### src/rtl/irq_ctl_pkg.sv
package irq_ctl_pkg;
  localparam int unsigned DEF_GPIO_CNT = 5;
  localparam int unsigned NAMED_CNT    = 4;
  localparam int unsigned LOC_STATUS   = 0;
  localparam int unsigned LOC_MASK     = 1;
  localparam int unsigned LOC_POL      = 2;
endpackage

### src/rtl/irq_pin_sync.sv
module irq_pin_sync #(
  parameter int unsigned WIDTH  = 5,
  parameter int unsigned STAGES = 2
) (
  input  logic             clk,
  input  logic             rst_n,
  input  logic [WIDTH-1:0] din,
  output logic [WIDTH-1:0] dout
);
  generate
    if (STAGES == 0) begin : g_bypass
      assign dout = din;
    end else begin : g_chain
      logic [WIDTH-1:0] chain_q [STAGES];
      always_ff @(posedge clk or negedge rst_n) begin
        if (!rst_n) begin
          for (int s = 0; s < STAGES; s++) chain_q[s] <= '0;
        end else begin
          chain_q[0] <= din;
          for (int s = 1; s < STAGES; s++) chain_q[s] <= chain_q[s-1];
        end
      end
      assign dout = chain_q[STAGES-1];
    end
  endgenerate
endmodule

### src/rtl/irq_src_cond.sv
module irq_src_cond #(
  parameter int unsigned GPIO_CNT = 5,
  localparam int unsigned SRC_CNT = GPIO_CNT + irq_ctl_pkg::NAMED_CNT,
  localparam int unsigned INV_W   = SRC_CNT - 1
) (
  input  logic [GPIO_CNT-1:0] gpio_sync,
  input  logic                mic_present,
  input  logic                mic_short,
  input  logic                loop_lock,
  input  logic                seq_busy,
  input  logic [INV_W-1:0]    inv,
  output logic [SRC_CNT-1:0]  event_vec
);
  // the raw level, flipped when its invert control is set
  function automatic logic [INV_W-1:0] apply_pol(input logic [INV_W-1:0] raw,
                                                 input logic [INV_W-1:0] flip);
    return raw ^ flip;
  endfunction

  logic [INV_W-1:0] raw_vec;
  assign raw_vec = {loop_lock, mic_short, mic_present, gpio_sync};
  assign event_vec = {seq_busy, apply_pol(raw_vec, inv)};
endmodule

### src/rtl/irq_status_latch.sv
module irq_status_latch #(
  parameter int unsigned SRC_CNT = 9
) (
  input  logic               clk,
  input  logic               rst_n,
  input  logic [SRC_CNT-1:0] event_vec,
  input  logic               clr,
  output logic [SRC_CNT-1:0] status_q
);
  // clear applies first, events are ORed on top so that setting wins
  function automatic logic [SRC_CNT-1:0] next_status(input logic [SRC_CNT-1:0] cur,
                                                     input logic [SRC_CNT-1:0] ev,
                                                     input logic wipe);
    return (wipe ? '0 : cur) | ev;
  endfunction

  always_ff @(posedge clk or negedge rst_n) begin
    if (!rst_n) status_q <= '0;
    else        status_q <= next_status(status_q, event_vec, clr);
  end
endmodule

### src/rtl/irq_reg_port.sv
module irq_reg_port #(
  parameter int unsigned SRC_CNT = 9,
  parameter int unsigned ADDR_W  = 2
) (
  input  logic               clk,
  input  logic               rst_n,
  input  logic               wr_en,
  input  logic               rd_en,
  input  logic [ADDR_W-1:0]  addr,
  input  logic [SRC_CNT-1:0] wdata,
  input  logic [SRC_CNT-1:0] status_q,
  output logic [SRC_CNT-1:0] mask_q,
  output logic [SRC_CNT-1:0] pol_q,
  output logic [SRC_CNT-1:0] rdata,
  output logic               status_clr
);
  localparam logic [ADDR_W-1:0] A_STATUS = ADDR_W'(irq_ctl_pkg::LOC_STATUS);
  localparam logic [ADDR_W-1:0] A_MASK   = ADDR_W'(irq_ctl_pkg::LOC_MASK);
  localparam logic [ADDR_W-1:0] A_POL    = ADDR_W'(irq_ctl_pkg::LOC_POL);

  always_ff @(posedge clk or negedge rst_n) begin
    if (!rst_n) begin
      mask_q <= '1;
      pol_q  <= '0;
    end else if (wr_en) begin
      if (addr == A_MASK) mask_q <= wdata;
      if (addr == A_POL)  pol_q  <= wdata;
    end
  end

  always_comb begin
    rdata = '0;
    if (addr == A_STATUS)    rdata = status_q;
    else if (addr == A_MASK) rdata = mask_q;
  end

  assign status_clr = rd_en && (addr == A_STATUS);
endmodule

### src/rtl/irq_ctl.sv
module irq_ctl #(
  parameter int unsigned GPIO_CNT    = irq_ctl_pkg::DEF_GPIO_CNT,
  parameter int unsigned SYNC_STAGES = 2,
  parameter int unsigned ADDR_W      = 2,
  localparam int unsigned SRC_CNT    = GPIO_CNT + irq_ctl_pkg::NAMED_CNT
) (
  input  logic                clk,
  input  logic                rst_n,
  input  logic [GPIO_CNT-1:0] gpio_pin,
  input  logic                mic_present,
  input  logic                mic_short,
  input  logic                loop_lock,
  input  logic                seq_busy,
  input  logic                reg_wr,
  input  logic                reg_rd,
  input  logic [ADDR_W-1:0]   reg_addr,
  input  logic [SRC_CNT-1:0]  reg_wdata,
  output logic [SRC_CNT-1:0]  reg_rdata,
  output logic                irq_out
);
  function automatic logic combine(input logic [SRC_CNT-1:0] st,
                                   input logic [SRC_CNT-1:0] msk,
                                   input logic pol);
    return (|(st & ~msk)) ^ pol;
  endfunction

  logic [GPIO_CNT-1:0] gpio_sync;
  logic [SRC_CNT-1:0]  event_vec;
  logic [SRC_CNT-1:0]  status_q;
  logic [SRC_CNT-1:0]  mask_q;
  logic [SRC_CNT-1:0]  pol_q;
  logic                status_clr;
  logic                out_pol;

  assign out_pol = pol_q[SRC_CNT-1];

  irq_pin_sync #(.WIDTH(GPIO_CNT), .STAGES(SYNC_STAGES)) u_sync (
    .clk(clk), .rst_n(rst_n), .din(gpio_pin), .dout(gpio_sync));

  irq_src_cond #(.GPIO_CNT(GPIO_CNT)) u_cond (
    .gpio_sync(gpio_sync), .mic_present(mic_present), .mic_short(mic_short),
    .loop_lock(loop_lock), .seq_busy(seq_busy), .inv(pol_q[SRC_CNT-2:0]),
    .event_vec(event_vec));

  irq_status_latch #(.SRC_CNT(SRC_CNT)) u_latch (
    .clk(clk), .rst_n(rst_n), .event_vec(event_vec), .clr(status_clr),
    .status_q(status_q));

  irq_reg_port #(.SRC_CNT(SRC_CNT), .ADDR_W(ADDR_W)) u_regs (
    .clk(clk), .rst_n(rst_n), .wr_en(reg_wr), .rd_en(reg_rd), .addr(reg_addr),
    .wdata(reg_wdata), .status_q(status_q), .mask_q(mask_q), .pol_q(pol_q),
    .rdata(reg_rdata), .status_clr(status_clr));

  assign irq_out = combine(status_q, mask_q, out_pol);
endmodule

### config.mk
export PLATFORM = sky130hd
export DESIGN_NAME = irq_ctl
export DESIGN_NICKNAME = d
export VERILOG_FILES = /design/src/rtl/irq_ctl_pkg.sv /design/src/rtl/irq_pin_sync.sv /design/src/rtl/irq_src_cond.sv /design/src/rtl/irq_status_latch.sv /design/src/rtl/irq_reg_port.sv /design/src/rtl/irq_ctl.sv
export SDC_FILE = /design/constraint.sdc
export NUM_CORES = 1
export LEC_CHECK = 0
export BUFFER_PORTS_ARGS = -buffer_cell sky130_fd_sc_hd__buf_2
export CAP_MARGIN = 20
export CORE_MARGIN = 8
export CORE_UTILIZATION = 35
export CTS_BUF_LIST = sky130_fd_sc_hd__clkbuf_16
export DETAILED_ROUTE_END_ITERATION = 8
export GPL_TIMING_DRIVEN = 0
export HOLD_SLACK_MARGIN = 0.06
export PLACE_DENSITY = 0.67
export SETUP_SLACK_MARGIN = 0.5
export SYNTH_ARGS = -nofsm -noshare
export SYNTH_HDL_FRONTEND = slang
export SYNTH_SLANG_ARGS = --single-unit
### constraint.sdc
create_clock -name clk -period 3.2 [get_ports clk]
set_input_delay 0.48 -clock clk [delete_from_list [all_inputs] [get_ports clk]]
set_output_delay 0.48 -clock clk [all_outputs]
set_load 0.05 [all_outputs]
== Word level (Yosys, flattened, before mapping) ==
Index checks and enable logic that the tools add are counted.

* Order comparisons: 0
* Shift operators: 0
* Add/sub/neg operators: 0
* Equality and inequality tests: 2
* Multiply operators: 0
* Divide/modulo/power cells: 0
* Bitwise gates (word level): 5
* Multiplexer cells: 3
* Reductions and logical operators: 5

{| class="wikitable"
|+ Operator list
! operator !! count
|-
| $mux 9 || 3
|-
| $and 9x9->9 || 1
|-
| $not 9->9 || 1
|-
| $or 9x9->9 || 1
|-
| $reduce_or 9->1 || 1
|-
| $xor 8x8->8 || 1
|-
| $reduce_and 2->1 || 2
|-
| $eq 2x1->1 const B || 1
|-
| $eq 2x2->1 const B || 1
|-
| $logic_not 2->1 || 1
|-
| $logic_and 1x1->1 || 1
|-
| $xor 1x1->1 || 1
|}

* Latch bits: 0
* RAM bits: 0
* Memories kept: 0
* Bits in read-only memories: 0
* Logic and storage cells: 20
* Register bits after elaboration: 37

== Logic depth before layout (Yosys ltp) ==
Gate-level depths: netlist of run 1.

* Word-level depth: 4
* Gate-level depth with buffers: 5
* Depth with buffers taken out: 4

== Hierarchy ==
Synthesis of run 1 repeated with hierarchy kept, for this count alone.

* Cells, all modules: 116
* Area, all modules: 1616.6 µm²

{| class="wikitable"
|+ Modules (own cells, without submodules)
! module !! cells each !! sequential area each (µm²) !! area each (µm²) !! times used
|-
| irq_reg_port || 59 || 461.7 || 847.1 || 1
|-
| irq_status_latch || 19 || 225.2 || 296.5 || 1
|-
| irq_pin_sync || 15 || 250.2 || 287.8 || 1
|-
| irq_ctl || 14 || 0.0 || 107.6 || 1
|-
| irq_src_cond || 9 || 0.0 || 77.6 || 1
|}

== Worst setup path after synthesis of run 1 ==
No wires, ideal clock.

* Kind: reg-to-output
* Start point: reg u_regs.mask_q[1]
* End point: out irq_out
* Required time: 2720 ps
* Setup slack: 1253 ps
* Arrival: 1467 ps
* Cell stages (with the launch flop): 5
* Cell sequence: dfstp_2 -> nand2b_1 -> o2111ai_1 -> nor3_2 -> xnor2_1

* Cells in the longest elaborated chain, start to end: 4

{| class="wikitable"
|+ Ends and longest elaborated chain
! what !! RTL line !! text
|-
| from (decl) || irq_reg_port.sv:12 || <nowiki>output logic [SRC_CNT-1:0] mask_q,</nowiki>
|-
| from (signal assigned) || irq_reg_port.sv:26 || <nowiki>if (addr == A_MASK) mask_q <= wdata;</nowiki>
|-
| $not 9->9 || irq_ctl.sv:24 || <nowiki>return (|(st & ~msk)) ^ pol;</nowiki>
|-
| $and 9x9->9 || irq_ctl.sv:24 ||
|-
| $reduce_or 9->1 || irq_ctl.sv:24 ||
|-
| $xor 1x1->1 || irq_ctl.sv:24 ||
|-
| to (decl) || irq_ctl.sv:19 || <nowiki>output logic irq_out</nowiki>
|}

No other way between the ends.

== Worst setup path after layout of run 1 ==
* Start point: reg u_regs.mask_q[4]
* End point: out irq_out

Same word-level chain as after synthesis.

==> results of run 1 <==
==> metal layers <==
| metal | up-vias | share of wire |
|---|---|---|
| li1 | 467 | - |
| met1 | 468 | 0.42 |
| met2 | 29 | 0.47 |
| met3 | 7 | 0.081 |
| met4 | 0 | 0.026 |
| met5 | - | 0 |
==> cells in the mapped netlist <==
cell,instances
dfrtp_1,28
mux2_2,17
nand2_1,16
dfstp_2,9
mux2i_1,9
nor2_1,9
xnor2_1,9
inv_1,5
nand2b_1,4
nand3b_4,2
a21o_1,1
buf_2,1
buf_6,1
mux2_4,1
nand2_4,1
nor2_4,1
nor3_2,1
o2111ai_1,1
o221ai_1,1
o22ai_1,1
==> worst max-delay path: stages (launching register included) <==
cell and delay, ns:
dfstp_2 0.53, nand2b_1 0.10, o221ai_1 0.14, nor3_2 0.20
xnor2_1 0.14, buf_2 0.28
==> area by class of cell <==
type	count	area, um^2
repair buffers	33	165
clock inverters	3	13.8
multi-input cells	74	598
inverters	5	18.8
well taps	52	65.1
flip-flops and latches	37	937
clock buffers	5	125
plain buffers	2	16.3
fillers	395	2410
==> cells by family after synthesis <==
family                    count (synthesis)  share of synthesized area
AOI/OAI and AO/OA                         4                     0.0199
DFF                                      37                      0.597
xor gates and xnor gates                  9                     0.0502
and+or+nand+nor                          34                      0.122
buffers and inverters                     7                     0.0223
muxes                                    27                      0.189
==> state kept, by name, indices dropped and copies added, names as in the netlist <==
signal / cells
u_sync.dout: 5
u_sync.g_chain.chain_q: 5
u_latch.status_q: 9
u_regs.pol_q: 9
u_regs.mask_q: 9
==> layout by cell type, fill, tap and decap left out <==
master     instances
a21o_1             1
buf_2             34
buf_6              1
clkbuf_16          5
clkinv_2           2
dfrtp_1           28
dfstp_2            9
inv_1              6
mux2_2            17
mux2_4             1
mux2i_1            9
nand2_1           16
nand2_4            1
nand2b_1           4
nand3b_4           2
nor2_1             9
nor2_4             1
nor3_2             1
o2111ai_1          1
o221ai_1           1
o22ai_1            1
xnor2_1            9
==> per-stage QoR <==
| stage | utilization | worst slack (ns) |
|---|---|---|
| after global placement | 0.414 | 1.34 |
| after global routing | 0.445 | 0.925 |
| after CTS | 0.445 | 1.03 |
| after detailed placement | 0.414 | 1.32 |
| final | 0.445 | 1.05 |
| after floorplan | - | 1.25 |
==> worst max-delay path by stage <==
stage                                      start      end  slack (ns)  cells past startpoint
floorplan           u_regs.mask_q[1]$_DFFE_PN1P_  irq_out        1.25                      4
global placement    u_regs.mask_q[4]$_DFFE_PN1P_  irq_out        1.34                      5
detailed placement  u_regs.mask_q[4]$_DFFE_PN1P_  irq_out        1.32                      5
CTS                 u_regs.mask_q[4]$_DFFE_PN1P_  irq_out        1.03                      5
global route        u_regs.mask_q[4]$_DFFE_PN1P_  irq_out        0.92                      5
finish              u_regs.mask_q[4]$_DFFE_PN1P_  irq_out        1.05                      5
==> where the power goes <==
group	internal [mW]	switching, mW	leakage, nW
Clock	0.282	0.170	0.0748
Combinational	0.104	0.137	0.484
Sequential	0.548	0.0427	0.403
==> run_results.csv, run 1 <==
group,metric,value,unit
global_route,grtUsageMet2,0.151,
critical_path,ff2ff_path_depth,1,
sta,slew_headroom,0.463,
finish,n_antenna_cell,0,
route,viasPerCell,4.60,
place,gp_congestion,0.730,
cts,hold_buffers,0,
critical_path,r2r_start,"u_regs.pol_q[6]$_DFFE_PN0P_",
cts,cts_tree,"yes",
global_route,grt_usage,0.100,
power_and_ir_drop,leakage,0.961,nW
critical_path,r2r-end,"u_regs.pol_q[6]$_DFFE_PN0P_",
cts,clock_path_buffers,2,
sta,fin_crit,2.15,ns
cts,post-cts-setup-buffer-count,0,
logic_synthesis,synth-seq-cells,37,
floorplan,die-area,6890,um^2
critical_path,start_kind,"flip-flop",
sta,tightest_slew,0.806,ns
logic_synthesis,synth.avg_cell_area,13.3,um^2
route,post-route-drc-count,0,
floorplan,core,4350,um^2
sta,drv_slew,0,
finish,final_area,1940,um^2
min_path,holdCritPathClass,"in -> async",
place,place_inst,203,
cts,clock_latency,0.28,ns
logic_synthesis,synth_top_area_cell,"dfrtp_1",
cts,cts.clk_slew.worst_paths,0.05,ns
global_route,grt_max_degree,38,
cts,cts.repair.resized,0,
route,drt_iter0_drc,50,
run_status,status,"completed",
floorplan,chipHeight,83.0,um
sta,hold_viol_final,0,
global_route,use_met3,0.0537,
flow_run,drv_cap,0,
finish,drive_gt1_frac,0.465,
logic_synthesis,synth_nets,142,
power_and_ir_drop,total_power,1.28,mW
logic_synthesis,ys_top_cells_by_area,"dfrtp_1, dfstp_2, mux2_2",
finish,finalNetCount,182,
route,ant_nets,0,
global_route,gr-max-usage-layer,"met2",
sta,fin_skew,0.00365,ns
power_and_ir_drop,power_density,662,nW/um^2
floorplan,die_w,83.0,um
cts,htreeDepth,2,
cts,clkSinkCount,37,
floorplan,ios,34,
finish,final-instance-count-excl-fill,211,
global_route,overflow,0,
finish,syn2layout_area_growth,23.5,%
global_route,grt_pass1_vias,1068,
floorplan,core.rowCount,24,
route,vias,971,
logic_synthesis,ys_types,20,
power_and_ir_drop,peakVddDrop,0.208,mV
critical_path,cp.required,2.72,ns
logic_synthesis,syn_inst,118,
sta,hold_ws,0.295,ns
route,wl,3150,um
critical_path,reg2reg_slack,2.43,ns
place,io_buffers,33,
logic_synthesis,seq_area_frac_synth,0.597,
critical_path,crit_arrival,1.67,ns
global_route,antenna_found_initial,0,
critical_path,cp-end-kind,"output pin",
global_route,grt_use_met1,0.108,
critical_path,critPathKind,"reg -> out",
sta,fin_setup_tns,0,ns
critical_path,crit_path_max_fanout,3,
place,dp_hpwl,2250,um
sta,post-route-period-util,0.672,
logic_synthesis,syn_area,1570,um^2
cts,cts_buffers,5,
logic_synthesis,yosysTopAreaCellShare,0.446,
sta,fmax,465,MHz
place,place_area,1800,um^2
global_route,grt_pass1_wl,5300,um
sta,finalSetupViolations,0,
logic_synthesis,yosysWarningCount,0,
floorplan,initial_core_util,0.361,
sta,rsz0062_at_grt,"false",
route,wire_per_inst,14.9,um
cts,cts_root_buf,"clkbuf_16",
route,drt-pass1-iter-count,4,
No activity file was read; power rests on OpenSTA's default activity.
==> run 2, diff against run 1 <==
- clock period: 3.2 -> 2.2 ns (I/O delays scaled with it)
==> run_results.csv, run 2 (same netlist as run 1, synthesis figures left out) <==
group,metric,value,unit
sta,tightest_slew,0.811,ns
sta,fin_crit,1.91,ns
place,dp_hpwl,2280,um
sta,fin_skew,0.00272,ns
critical_path,cp-end-kind,"output pin",
critical_path,crit_path_cell_trace,"nand2b_4 -> o221ai_2 -> nor3_2 -> xnor2_2 -> buf_6",
critical_path,r2r_start,"u_regs.mask_q[5]$_DFFE_PN1P_",
sta,rsz0062_at_grt,"true",
global_route,grt_pass1_wl,5470,um
route,wire_per_inst,14.7,um
cts,clock_latency,0.27,ns
global_route,grt_usage,0.0958,
finish,drive_gt1_frac,0.503,
critical_path,crit_arrival,1.58,ns
finish,n_antenna_cell,0,
route,drt-pass1-iter-count,4,
route,wl,3130,um
sta,finalSetupViolations,0,
critical_path,crit_family,"flip-flops",
finish,syn2layout_area_growth,28.0,%
sta,slew_headroom,0.460,
cts,cts_tree,"yes",
critical_path,crit_path_max_fanout,3,
place,io_buffers,33,
floorplan,initial_core_util,0.361,
cts,htreeDepth,2,
route,viasPerCell,4.63,
cts,cts.clk_slew.worst_paths,0.05,ns
global_route,grt_use_met1,0.109,
place,place_area,1810,um^2
global_route,grtUsageMet2,0.158,
global_route,grt_max_degree,38,
floorplan,chipHeight,83.0,um
finish,final_core_util,0.462,
sta,fin_setup_tns,0,ns
sta,hold_viol_final,0,
power_and_ir_drop,leakage,1.00,nW
cts,clock_path_buffers,2,
floorplan,core.rowCount,24,
power_and_ir_drop,peakVddDrop,0.565,mV
sta,drv_slew,0,
cts,clkSinkCount,37,
flow_run,drv_cap,0,
floorplan,ios,34,
power_and_ir_drop,power_density,948,nW/um^2
route,post-route-drc-count,0,
sta,fmax,525,MHz
critical_path,start_kind,"flip-flop",
finish,final_common_cell,"buf_2",
place,gp_congestion,0.731,
finish,finalNetCount,184,
critical_path,critPathBufInv,1,
floorplan,die-area,6890,um^2
global_route,overflow,0,
cts,hold_buffers,0,
global_route,gr-max-usage-layer,"met2",
route,drt_iter0_drc,29,
sta,post-route-period-util,0.866,
critical_path,critPathKind,"reg -> out",
critical_path,slowest_delay,0.54,ns
finish,reg_top3,"u_latch.status_q (9), u_regs.mask_q (9), u_regs.pol_q (9)",
finish,final_area,2010,um^2
critical_path,cp.required,1.87,ns
route,ant_nets,0,
route,vias,986,
global_route,antenna_found_initial,0,
critical_path,startpoint,"u_regs.mask_q[4]$_DFFE_PN1P_",
floorplan,core,4350,um^2
finish,final_cell_mix,"buf_2, dfrtp_1, mux2_2",
sta,hold_ws,0.149,ns
cts,cts_buffers,5,
min_path,holdCritPathClass,"in -> async",
global_route,use_met3,0.0293,
run_status,status,"completed",
floorplan,die_w,83.0,um
critical_path,cpMaxStageDelayCell,"dfstp_2",
global_route,grt_pass1_vias,1156,
cts,cts_root_buf,"clkbuf_16",
-- run 2: final cells by class --
cell class,count,area (um^2)
Buffer,2,16.3
Clock buffer,5,125
Clock inverter,3,11.3
Fill cell,391,2340
Inverter,5,18.8
Multi-Input combinational cell,74,648
Sequential cell,37,937
Tap cell,52,65.1
Timing Repair Buffer,35,189
-- run 2: per-layer routing --
metal  vias to the layer above  part of all wire
li1                        473                 -
met1                       478              0.43
met2                        26              0.49
met3                         9             0.047
met4                         0             0.025
met5                         -                 0
-- run 2: stage by stage --
step | worst slack, ns | std cells | power [mW]
6_report | 0.294 | 213 | 1.91
5_1_grt | 0.211 | 213 | 2.01
4_1_cts | 0.240 | 213 | 1.93
3_5_place_dp | 0.432 | 203 | 1.23
3_3_place_gp | 0.462 | 203 | 1.21
2_1_floorplan | 0.641 | 118 | 1.12
-- run 2: power breakdown --
part	total (mW)	switching, mW	internal, mW
registers	0.864	0.0677	0.797
clock network	0.649	0.242	0.406
logic	0.394	0.209	0.185
total	1.91	0.519	1.39
-- run 2: final timing paths --
| kind | slack, ns | to | cells past startpoint |
|---|---|---|---|
| worst max-delay path | 0.29 | irq_out | 5 |
| min in group clk | 0.16 | u_sync.g_chain.chain_q[9]$_DFF_PN0_ | 1 |
| worst min-delay path | 0.15 | u_regs.pol_q[7]$_DFFE_PN0P_ | 1 |
| worst min register to register | 0.35 | u_sync.dout[1]$_DFF_PN0_ | 0 |
| worst max register to register | 1.38 | u_regs.mask_q[5]$_DFFE_PN1P_ | 2 |
| max in group asynchronous | 1.54 | u_sync.dout[3]$_DFF_PN0_ | 1 |
-- run 2: timing repair --
| action | in CTS | in global routing |
|---|---|---|
| setup buffers | 2 | 0 |
| resized for setup | 6 | 3 |
| pin swaps | 2 | 2 |
| endpoints found under the setup margin | 1 | 2 |
-- run 2: worst register-to-register path: cells and delay by family (launching register included) --
family | cells | cell delay (ns)
mux | 1 | 0.13
buf+inv | 1 | 0.10
flops | 1 | 0.53
